==> config.mk <==
export PLATFORM = sky130hd
export DESIGN_NAME = dual_cmp_timer
export DESIGN_NICKNAME = d
export VERILOG_FILES = /design/src/rtl/dct_pkg.sv /design/src/rtl/tmr_flag_cell.sv /design/src/rtl/tmr_counter_pair.sv /design/src/rtl/dual_cmp_timer.sv
export SDC_FILE = /design/constraint.sdc
export NUM_CORES = 1
export LEC_CHECK = 0
export BUFFER_PORTS_ARGS = -buffer_cell sky130_fd_sc_hd__buf_2
export CAP_MARGIN = 25
export CORE_MARGIN = 2
export CORE_UTILIZATION = 50
export DETAILED_ROUTE_END_ITERATION = 10
export PLACE_DENSITY = 0.77
export SYNTH_ARGS = -nofsm -noshare
export SYNTH_HDL_FRONTEND = slang
export SYNTH_SLANG_ARGS = --single-unit
==> constraint.sdc <==
create_clock -name clk -period 1.9 [get_ports clk]
set_input_delay 0.38 -clock clk [delete_from_list [all_inputs] [get_ports clk]]
set_output_delay 0.38 -clock clk [all_outputs]
set_load 0.01 [all_outputs]
==> src/rtl/dct_pkg.sv <==
package dct_pkg;
   // register addresses
   localparam int unsigned A_CNT_LO = 0;
   localparam int unsigned A_CNT_HI = 1;
   localparam int unsigned A_CMP_LO = 2;
   localparam int unsigned A_CMP_HI = 3;
   localparam int unsigned A_STAT   = 4;

   // status bit positions
   localparam int unsigned SB_OVF_HI = 7;
   localparam int unsigned SB_CMF_HI = 6;
   localparam int unsigned SB_IEN_HI = 5;
   localparam int unsigned SB_CLR_HI = 4;
   localparam int unsigned SB_OVF_LO = 3;
   localparam int unsigned SB_CMF_LO = 2;
   localparam int unsigned SB_IEN_LO = 1;
   localparam int unsigned SB_CLR_LO = 0;

   localparam int unsigned NUM_FLAGS = 4;

   // flag index 0..3 -> status bit: cmf_lo, ovf_lo, cmf_hi, ovf_hi
   function automatic int unsigned flag_pos(input int unsigned idx);
      return (idx % 2) + 2 + (idx / 2) * 4;
   endfunction
endpackage

==> src/rtl/tmr_flag_cell.sv <==
module tmr_flag_cell (
   input  logic clk,
   input  logic rst_n,
   input  logic hw_set,
   input  logic rd_hit,
   input  logic wr_hit,
   input  logic wr_bit,
   output logic flag
);
   logic armed;
   logic clr_req;

   assign clr_req = wr_hit && !wr_bit && armed;

   always_ff @(posedge clk) begin
      if (!rst_n) begin
         flag  <= 1'b0;
         armed <= 1'b0;
      end else begin
         if (hw_set)       flag <= 1'b1;
         else if (clr_req) flag <= 1'b0;

         if (clr_req)             armed <= 1'b0;
         else if (rd_hit && flag) armed <= 1'b1;
      end
   end
endmodule

==> src/rtl/tmr_counter_pair.sv <==
module tmr_counter_pair #(
   parameter int unsigned W = 8
) (
   input  logic         clk,
   input  logic         rst_n,
   input  logic         tick,
   input  logic         mode16,
   input  logic         wr_lo,
   input  logic         wr_hi,
   input  logic [W-1:0] wdata,
   input  logic [W-1:0] cmp_lo,
   input  logic [W-1:0] cmp_hi,
   input  logic         clr_en_lo,
   input  logic         clr_en_hi,
   output logic [W-1:0] cnt_lo,
   output logic [W-1:0] cnt_hi,
   output logic         ev_ovf_lo,
   output logic         ev_cmf_lo,
   output logic         ev_ovf_hi,
   output logic         ev_cmf_hi
);
   localparam logic [W-1:0] ONE = W'(1);

   logic match_lo, match_hi, full_lo, full_hi;
   logic adv_lo, adv_hi, wipe_lo, wipe_hi, carry_hi;
   logic [W-1:0] nxt_lo, nxt_hi;

   always_comb begin
      match_lo = (cnt_lo == cmp_lo);
      match_hi = (cnt_hi == cmp_hi);
      full_lo  = &cnt_lo;
      full_hi  = &cnt_hi;
      if (mode16) begin
         adv_lo    = tick && !wr_lo && !wr_hi;
         adv_hi    = adv_lo;
         wipe_lo   = adv_lo && clr_en_hi && match_lo && match_hi;
         wipe_hi   = wipe_lo;
         carry_hi  = full_lo;
         ev_cmf_lo = adv_lo && match_lo;
         ev_cmf_hi = adv_lo && match_lo && match_hi;
         ev_ovf_lo = adv_lo && full_lo && !wipe_lo;
         ev_ovf_hi = ev_ovf_lo && full_hi;
      end else begin
         adv_lo    = tick && !wr_lo;
         adv_hi    = tick && !wr_hi;
         wipe_lo   = adv_lo && clr_en_lo && match_lo;
         wipe_hi   = adv_hi && clr_en_hi && match_hi;
         carry_hi  = 1'b1;
         ev_cmf_lo = adv_lo && match_lo;
         ev_cmf_hi = adv_hi && match_hi;
         ev_ovf_lo = adv_lo && full_lo && !wipe_lo;
         ev_ovf_hi = adv_hi && full_hi && !wipe_hi;
      end

      if (wr_lo)        nxt_lo = wdata;
      else if (wipe_lo) nxt_lo = '0;
      else if (adv_lo)  nxt_lo = cnt_lo + ONE;
      else              nxt_lo = cnt_lo;

      if (wr_hi)                   nxt_hi = wdata;
      else if (wipe_hi)            nxt_hi = '0;
      else if (adv_hi && carry_hi) nxt_hi = cnt_hi + ONE;
      else                         nxt_hi = cnt_hi;
   end

   always_ff @(posedge clk) begin
      if (!rst_n) begin
         cnt_lo <= '0;
         cnt_hi <= '0;
      end else begin
         cnt_lo <= nxt_lo;
         cnt_hi <= nxt_hi;
      end
   end
endmodule

==> src/rtl/dual_cmp_timer.sv <==
module dual_cmp_timer
   import dct_pkg::*;
#(
   parameter int unsigned HALF_W = 8,
   parameter int unsigned ADDR_W = 3
) (
   input  logic              clk,
   input  logic              rst_n,
   input  logic              tick,
   input  logic              mode16,
   input  logic [ADDR_W-1:0] bus_addr,
   input  logic              bus_wr,
   input  logic              bus_rd,
   input  logic [HALF_W-1:0] bus_wdata,
   output logic [HALF_W-1:0] bus_rdata,
   output logic              irq_ovf_lo,
   output logic              irq_ovf_hi
);
   localparam int unsigned STAT_W = 8;

   generate
      if (HALF_W < STAT_W) begin : g_bad_width
         $error("HALF_W must hold the 8-bit status register");
      end
      if (ADDR_W < 3) begin : g_bad_addr
         $error("ADDR_W must reach address 4");
      end
   endgenerate

   logic sel_cnt_lo, sel_cnt_hi, sel_cmp_lo, sel_cmp_hi, sel_stat;
   assign sel_cnt_lo = (bus_addr == ADDR_W'(A_CNT_LO));
   assign sel_cnt_hi = (bus_addr == ADDR_W'(A_CNT_HI));
   assign sel_cmp_lo = (bus_addr == ADDR_W'(A_CMP_LO));
   assign sel_cmp_hi = (bus_addr == ADDR_W'(A_CMP_HI));
   assign sel_stat   = (bus_addr == ADDR_W'(A_STAT));

   logic [HALF_W-1:0] cmp_lo, cmp_hi, cnt_lo, cnt_hi;
   logic ien_lo, ien_hi, clr_lo, clr_hi;
   logic ev_ovf_lo, ev_cmf_lo, ev_ovf_hi, ev_cmf_hi;
   logic [NUM_FLAGS-1:0] flag_evt, flag_q;
   logic [STAT_W-1:0] stat_vec;

   // compare and enable registers
   always_ff @(posedge clk) begin
      if (!rst_n) begin
         cmp_lo <= '0;
         cmp_hi <= '0;
         ien_lo <= 1'b0;
         ien_hi <= 1'b0;
         clr_lo <= 1'b0;
         clr_hi <= 1'b0;
      end else if (bus_wr) begin
         if (sel_cmp_lo) cmp_lo <= bus_wdata;
         if (sel_cmp_hi) cmp_hi <= bus_wdata;
         if (sel_stat) begin
            ien_lo <= bus_wdata[SB_IEN_LO];
            ien_hi <= bus_wdata[SB_IEN_HI];
            clr_lo <= bus_wdata[SB_CLR_LO];
            clr_hi <= bus_wdata[SB_CLR_HI];
         end
      end
   end

   tmr_counter_pair #(.W(HALF_W)) cnt_i (
      .clk       (clk),
      .rst_n     (rst_n),
      .tick      (tick),
      .mode16    (mode16),
      .wr_lo     (bus_wr && sel_cnt_lo),
      .wr_hi     (bus_wr && sel_cnt_hi),
      .wdata     (bus_wdata),
      .cmp_lo    (cmp_lo),
      .cmp_hi    (cmp_hi),
      .clr_en_lo (clr_lo),
      .clr_en_hi (clr_hi),
      .cnt_lo    (cnt_lo),
      .cnt_hi    (cnt_hi),
      .ev_ovf_lo (ev_ovf_lo),
      .ev_cmf_lo (ev_cmf_lo),
      .ev_ovf_hi (ev_ovf_hi),
      .ev_cmf_hi (ev_cmf_hi)
   );

   assign flag_evt = {ev_ovf_hi, ev_cmf_hi, ev_ovf_lo, ev_cmf_lo};

   for (genvar gi = 0; gi < NUM_FLAGS; gi++) begin : g_flag
      localparam int unsigned POS = flag_pos(gi);
      tmr_flag_cell flag_i (
         .clk    (clk),
         .rst_n  (rst_n),
         .hw_set (flag_evt[gi]),
         .rd_hit (bus_rd && sel_stat),
         .wr_hit (bus_wr && sel_stat),
         .wr_bit (bus_wdata[POS]),
         .flag   (flag_q[gi])
      );
   end

   assign stat_vec = {flag_q[3], flag_q[2], ien_hi, clr_hi,
                      flag_q[1], flag_q[0], ien_lo, clr_lo};

   always_comb begin
      bus_rdata = '0;
      if (sel_cnt_lo)      bus_rdata = cnt_lo;
      else if (sel_cnt_hi) bus_rdata = cnt_hi;
      else if (sel_cmp_lo) bus_rdata = cmp_lo;
      else if (sel_cmp_hi) bus_rdata = cmp_hi;
      else if (sel_stat)   bus_rdata = HALF_W'(stat_vec);
   end

   assign irq_ovf_lo = flag_q[1] && ien_lo;
   assign irq_ovf_hi = flag_q[3] && ien_hi;
endmodule

Word-level counts from Yosys, hierarchy flattened

Index checks and enable logic that the tools add are counted.

Memory bits (writable): 0
Bits in read-only memories: 0
Word-level logic and storage cells: 118
Latch bits: 0
Memories kept: 0
Input bits: 17
Flip-flop bits (word level): 44

Multiplexer cells: 28
Add/sub/neg operators: 2
Reduce and logical (&&, ||, !) cells: 65
Shift operators: 0
Multiply operators: 0
Bitwise gates (word level): 1
Magnitude comparators: 0
Equality and inequality tests: 6
Divide/modulo/power cells: 0

Operators by type and width:

| cell                                                            | count |
|---|---|
| 8-bit two-way mux                                               | 11 |
| 1-bit logical AND                                               | 40 |
| 1-bit two-way mux                                               | 17 |
| 8-bit by 1-bit adder with 8-bit output, second input constant   | 2 |
| 8-bit == test                                                   | 2 |
| 8-bit AND reduction                                             | 2 |
| 1-bit zero test                                                 | 9 |
| 2-bit nonzero test                                              | 4 |
| 2-bit OR reduction                                              | 4 |
| 3-bit by 2-bit == test with 1-bit output, second input constant | 2 |
| 2-bit AND reduction                                             | 3 |
| 3-bit nonzero test                                              | 2 |
| 3-bit by 1-bit == test with 1-bit output, second input constant | 1 |
| 3-bit == test, second input constant                            | 1 |
| 3-bit zero test                                                 | 1 |
| 1-bit inverter                                                  | 1 |

Logic depth before layout (Yosys ltp)

Word-level depth: 13
Depth in mapped cells: 7
Mapped depth without buffers: 7

By module

From an unflattened synthesis, not the netlist that was laid out.

Cell total of the unflattened synthesis: 337
Area total of the unflattened synthesis: 2,952.8 sq um

By module, submodules not included:

| module           | times used | area each (sq um) | cells each |
|---|---|---|---|
| tmr_counter_pair | 1          | 1,372.6           | 169 |
| dual_cmp_timer   | 1          | 1,234.9           | 132 |
| tmr_flag_cell    | 4          | 86.3              | 9 |

Least setup slack after synthesis

Ideal clock, no wire load.

Kind: reg-to-reg
From: register cnt_i.cnt_hi[2]
To: register cnt_i.cnt_lo[1]
Cell stages (with the launch flop): 8
Setup slack: 0.095 ns
Data required time: 1.767 ns
Arrival: 1.672 ns
Cell sequence: dfxtp_1 buf_2 xor2_1 nor4_4 nand4_2 o31a_1 o21ai_4 o31ai_1

Longest elaborated chain between the ends: 5
Elaborated cells on any way between the ends: 6
Classes of those cells: eq/ne (1); mux (3); reduce/logical (2)

Ends and longest elaborated chain:

| what                   | line                   | text |
|---|---|---|
| from (decl)            | tmr_counter_pair.sv:16 | `output logic [W-1:0] cnt_hi,` |
| from (signal assigned) | tmr_counter_pair.sv:72 | `cnt_hi <= nxt_hi;` |
| 8-bit == test (*)      | tmr_counter_pair.sv:30 | `match_hi = (cnt_hi == cmp_hi);` |
| 1-bit logical AND (*)  | tmr_counter_pair.sv:36 | `wipe_lo = adv_lo && clr_en_hi && match_lo && match_hi;` |
| 1-bit two-way mux (*)  | tmr_counter_pair.sv:33 | `if (mode16) begin` |
| 8-bit two-way mux      | tmr_counter_pair.sv:56 | `else if (wipe_lo) nxt_lo = '0;` |
| 8-bit two-way mux      | tmr_counter_pair.sv:55 | `if (wr_lo) nxt_lo = wdata;` |
| to (signal assigned)   | tmr_counter_pair.sv:71 | `cnt_lo <= nxt_lo;` |
| to (decl)              | tmr_counter_pair.sv:15 | `output logic [W-1:0] cnt_lo,` |

Mark *: on every way between the ends. The rest lies on a longest branch, timed or not.
A chain may end at the register's enable or synchronous reset.

Worst setup path after layout

From: register cnt_i.cnt_hi[2]
To: register cnt_i.cnt_lo[4]

The elaborated chain is that of the path after synthesis.

==> qor_table.md <==
| Step | Result | This run |
|---|---|---|
| outcome | Result of the run | complete, no violations |
| synth | Synthesized flop and latch total | 44 |
| die | Initial Utilization | 0.527 |
| synth | Syn Inst Count | 328 |
| worst setup path | Critical path class | reg2reg |
| placement | Routability Congestion | 1.01 |
| detailed routing | Number of violations reported at the end of detailed-routing iteration 0 | 214 |
| global routing | Number of antenna violations at the first check in global routing | 0 |
| global routing | Number of global-route vias before repair | 2710 |
| placement | Number of instances in the placed design | 456 |
| worst setup path | Ordered list of cells on the worst path | xor2_1, nor4_4, nand4_2, o31a_1, o21ai_4, buf_12, o31ai_1 |
| timing | Headroom to the max-slew limit | 0.635 |
| flow run | Max-capacitance violation count | 0 |
| synth | Syn Nets | 347 |
| cells and area | Number of diodes added for antenna fixing | 0 |
| die | Boundary Pins | 27 |
| detailed routing | Final wirelength | 9020 µm |
| timing | Slew Viols, Final | 0 |
| placement | Post-Place Cell Area | 3260 µm² |
| timing | Clock tree skew after final layout | 0.00785 ns |
| timing | Tightest Pin Transition | 0.544 ns |
| die | Number of rows in the core area | 26 |
| power and ir drop | Share of total power consumed by net switching | 0.298 |
| worst setup path | Setup crit start kind | register |
| global routing | Wire length of the first global-routing pass | 13900 µm |
| die | Y dimension of the die | 78.1 µm |
| cells and area | Layout filler cell count | 418 |
| die | Area enclosed by the die boundary | 6090 µm² |
| placement | Detail Placement HPWL | 6460 µm |
| die | Chip Width | 78.1 µm |
| power and ir drop | Proportion of power drawn by flip-flops and latches | 0.474 |
| clock tree | Clk slew on worst S/H paths | 0.09 ns |
| detailed routing | Length of the first detailed-routing pass in iterations | 5 |
| synth | Biggest area contributors in the synthesized netlist | sky130_fd_sc_hd__dfxtp_1 32%, sky130_fd_sc_hd__nand2_1 7.4%, sky130_fd_sc_hd__xor2_1 6.7% |
| synth | Synth top area share | 0.321 |
| detailed routing | Vias per cell | 6.04 |
| clock tree | Clock network latency to the later pin of the worst-skew pair | 0.30 ns |
| synth | Library cell with the largest summed area after synthesis | sky130_fd_sc_hd__dfxtp_1 |
| placement | Port buffer count | 26 |
| worst setup path | Highest fanout seen on the critical path | 8 |
| detailed routing | Wire length per cell | 19.1 µm |
| worst setup path | Stage delay of the slowest cell on the critical path | 0.36 ns |
| worst setup path | Critical Path Sink Type | register |
| detailed routing | DRT antenna net count | 0 |
| worst hold path | Type of the worst min-delay path | in2reg |
| power and ir drop | Internal Power | 0.00146 W |
| clock tree | Total of hold buffers inserted after clock tree synthesis | 0 |
| timing | Max Clk Rate | 533 MHz |
| clock tree | Number of buffers added by the clock tree synthesis step | 5 |
| cells and area | Non-Filler Instances | 471 |
| timing | Tcrit/Tclk final | 0.988 |
| synth | Post-synthesis sequential area ratio | 0.321 |
| timing | Fin crit period | 1.88 ns |
| power and ir drop | Net Switching | 0.000620 W |
| synth | Count of different cell masters after synthesis | 53 |
| synth | Post-synth ARST share | 0 |
| worst setup path | Required time reported for the critical path endpoint | 2.09 ns |
| power and ir drop | Power share of the combinational group | 0.220 |
| cells and area | Share of layout cells above drive strength 1 | 0.332 |
| power and ir drop | Leakage power total | 1.55 nW |
| global routing | Aggregate global-route resource usage | 0.300 |
| power and ir drop | Peak supply drop | 0.388 mV |
| synth | Dominant register cell in the synthesized netlist | sky130_fd_sc_hd__dfxtp_1 |
| clock tree | Number of sinks driven by the clock tree | 44 |
| global routing | Maximum number of pins on one net before global-route repair | 24 |
| timing | Final hold vios | 0 |
| timing | Setup-failing EPs final | 0 |
| worst setup path | CP arrival | 2.07 ns |
| die | Core area | 5200 µm² |
| synth | Mean post-synth cell area | 8.36 µm² |
| global routing | Global-route congestion overflow total | 0 |
| cells and area | Final design area excluding fillers | 3580 µm² |
| detailed routing | DRC viols | 0 |
| detailed routing | Via total after detailed routing | 2845 |
| power and ir drop | Pwr/cell area | 581 nW/µm² |
| worst setup path | Critical-path top delay cell | sky130_fd_sc_hd__dfxtp_1 |
| synth | Synthesis warning total | 0 |
| clock tree | CTS tree | done |
| synth | Area of the mapped netlist | 2740 µm² |
| cells and area | Area delta synth->final | 30.4% |
| clock tree | Maximum count of clock buffers along a single path | 2 |
| clock tree | Total number of H-tree levels | 2 |
| timing | Setup repair after global routing missed its margin | yes |
| synth | Count of flip-flops with a built-in enable after synthesis | 0 |
| clock tree | Master cell of the clock root buffer | sky130_fd_sc_hd__clkbuf_8 |
| power and ir drop | Clock Power Share | 0.306 |
| cells and area | Count of nets after finishing | 419 |
-- power groups by stage --
| stage | clock network [W] | logic, W | registers (W) |
|---|---|---|---|
| after global placement | 0 | 0.000375 | 0.00100 |
| final | 0.000635 | 0.000458 | 0.000986 |
| after detailed placement | 0 | 0.000383 | 0.00100 |
| after CTS | 0.000647 | 0.000395 | 0.000983 |
| after floorplan | 0 | 0.000208 | 0.000997 |
| after global routing | 0.000684 | 0.000486 | 0.000989 |
-- repair_timing --
item / in CTS / in global routing
gates resized for setup: 8 / 28
buffers inserted: 2 / 3
setup endpoints to repair: 12 / 26
pin swaps: 3 / 11
gates cloned: 0 / 2
endpoints found under the hold margin: 0 / 0
-- cell usage in the layout (no fill, tap or decap), drive strengths merged, types with 3 or more instances in the layout --
master,Yosys,routed
o211a,4,4
and3,10,10
o21ai,19,19
mux2i,3,3
nor2b,4,4
nor2,16,16
and2,8,8
o31ai,4,4
clkbuf,14,7
a21boi,24,24
o22ai,7,7
nor4,3,3
nor3b,3,3
dfxtp,44,44
nand4,5,5
xor2,21,21
a31oi,4,4
buf,5,83
xnor2,4,4
mux2,7,7
o21a,3,3
a22oi,14,14
nand2,54,54
a21oi,3,3
a211oi,6,6
nand3,16,16
-- final timing paths --
path,slack (ns),endpoint,depth (start not counted),start
worst min register to register,0.49,clr_hi,2,clr_hi
worst min-delay path,0.40,cmp_lo[4],3,bus_wdata[4]
worst max register to register,0.02,cnt_i.cnt_lo[4],7,cnt_i.cnt_hi[2]
worst max-delay path,0.02,cnt_i.cnt_lo[4],7,cnt_i.cnt_hi[2]
-- critical path: cells and delay by family, from the launching register on --
family / cells / cell delay (ns)
AOI/OAI and AO/OA: 3 / 0.57
and+or+nand+nor: 2 / 0.52
DFF: 1 / 0.36
xor gates and xnor gates: 1 / 0.18
buffers and inverters: 1 / 0.14
-- sequential cells by signal, indices dropped and copies added, names as in the netlist --
signal	count
clr_lo	1
cmp_hi	8
g_flag.flag_i.flag	4
cnt_i.cnt_hi	8
ien_lo	1
ien_hi	1
g_flag.flag_i.armed	4
cmp_lo	8
clr_hi	1
cnt_i.cnt_lo	8
-- cells by family (layout without fill, tap and decap cells) --
family,count (synthesis),count (layout),synth area share
AO/OA/AOI/OAI,96,96,0.262
AND/OR/NAND/NOR,130,130,0.256
XOR/XNOR,25,25,0.0798
multiplexers,10,10,0.0397
flip-flops,44,44,0.321
adder cells (fa/ha/maj),2,2,0.00912
buffers and inverters,21,94,0.0319
-- layout make-up --
cell class	count	area, µm²	area share
timing repair buffer	84	631	0.176
inverter	2	7.51	0.00210
clock buffer	6	82.6	0.0231
multi-input combinational	263	1860	0.521
tap	70	87.6	0.0245
clock inverter	2	15.0	0.00420
sequential	44	888	0.248
-- layer usage --
metal / wire length, µm / track usage / vias to the layer above / part of all wire
li1: - / - / 1337 / -
met1: 3920 / 0.425 / 1331 / 0.43
met2: 3880 / 0.446 / 153 / 0.43
met3: 990 / 0.0816 / 24 / 0.11
met4: 235 / 0.0877 / 0 / 0.026
met5: 0 / 0 / - / 0
-- synth_stat cells (all sizes together), types with 4 or more instances --
master / count
xor2: 21
clkbuf: 14
a22oi: 14
nand3: 16
o21ai: 19
nor2b: 4
nor2: 16
and3: 10
and2: 8
a211oi: 6
a31oi: 4
xnor2: 4
buf: 5
a21boi: 24
o211a: 4
nand2: 54
dfxtp: 44
o22ai: 7
mux2: 7
o31ai: 4
nand4: 5
-- per-stage QoR --
step | setup slack [ns] | TNS, ns | hold slack, ns | power [W] | util
final | 0.0222 | 0 | 0.404 | 0.00208 | 0.687
after global routing | -0.0328 | -0.216 | 0.400 | 0.00216 | 0.687
after CTS | 0.00915 | 0 | 0.395 | 0.00202 | 0.655
after detailed placement | -0.0850 | -0.287 | 0.475 | 0.00139 | 0.627
after global placement | -0.0817 | -0.249 | 0.474 | 0.00138 | 0.627
after floorplan | 0.0953 | 0 | 0.452 | 0.00120 | -
(Power assumes the default switching activity.)
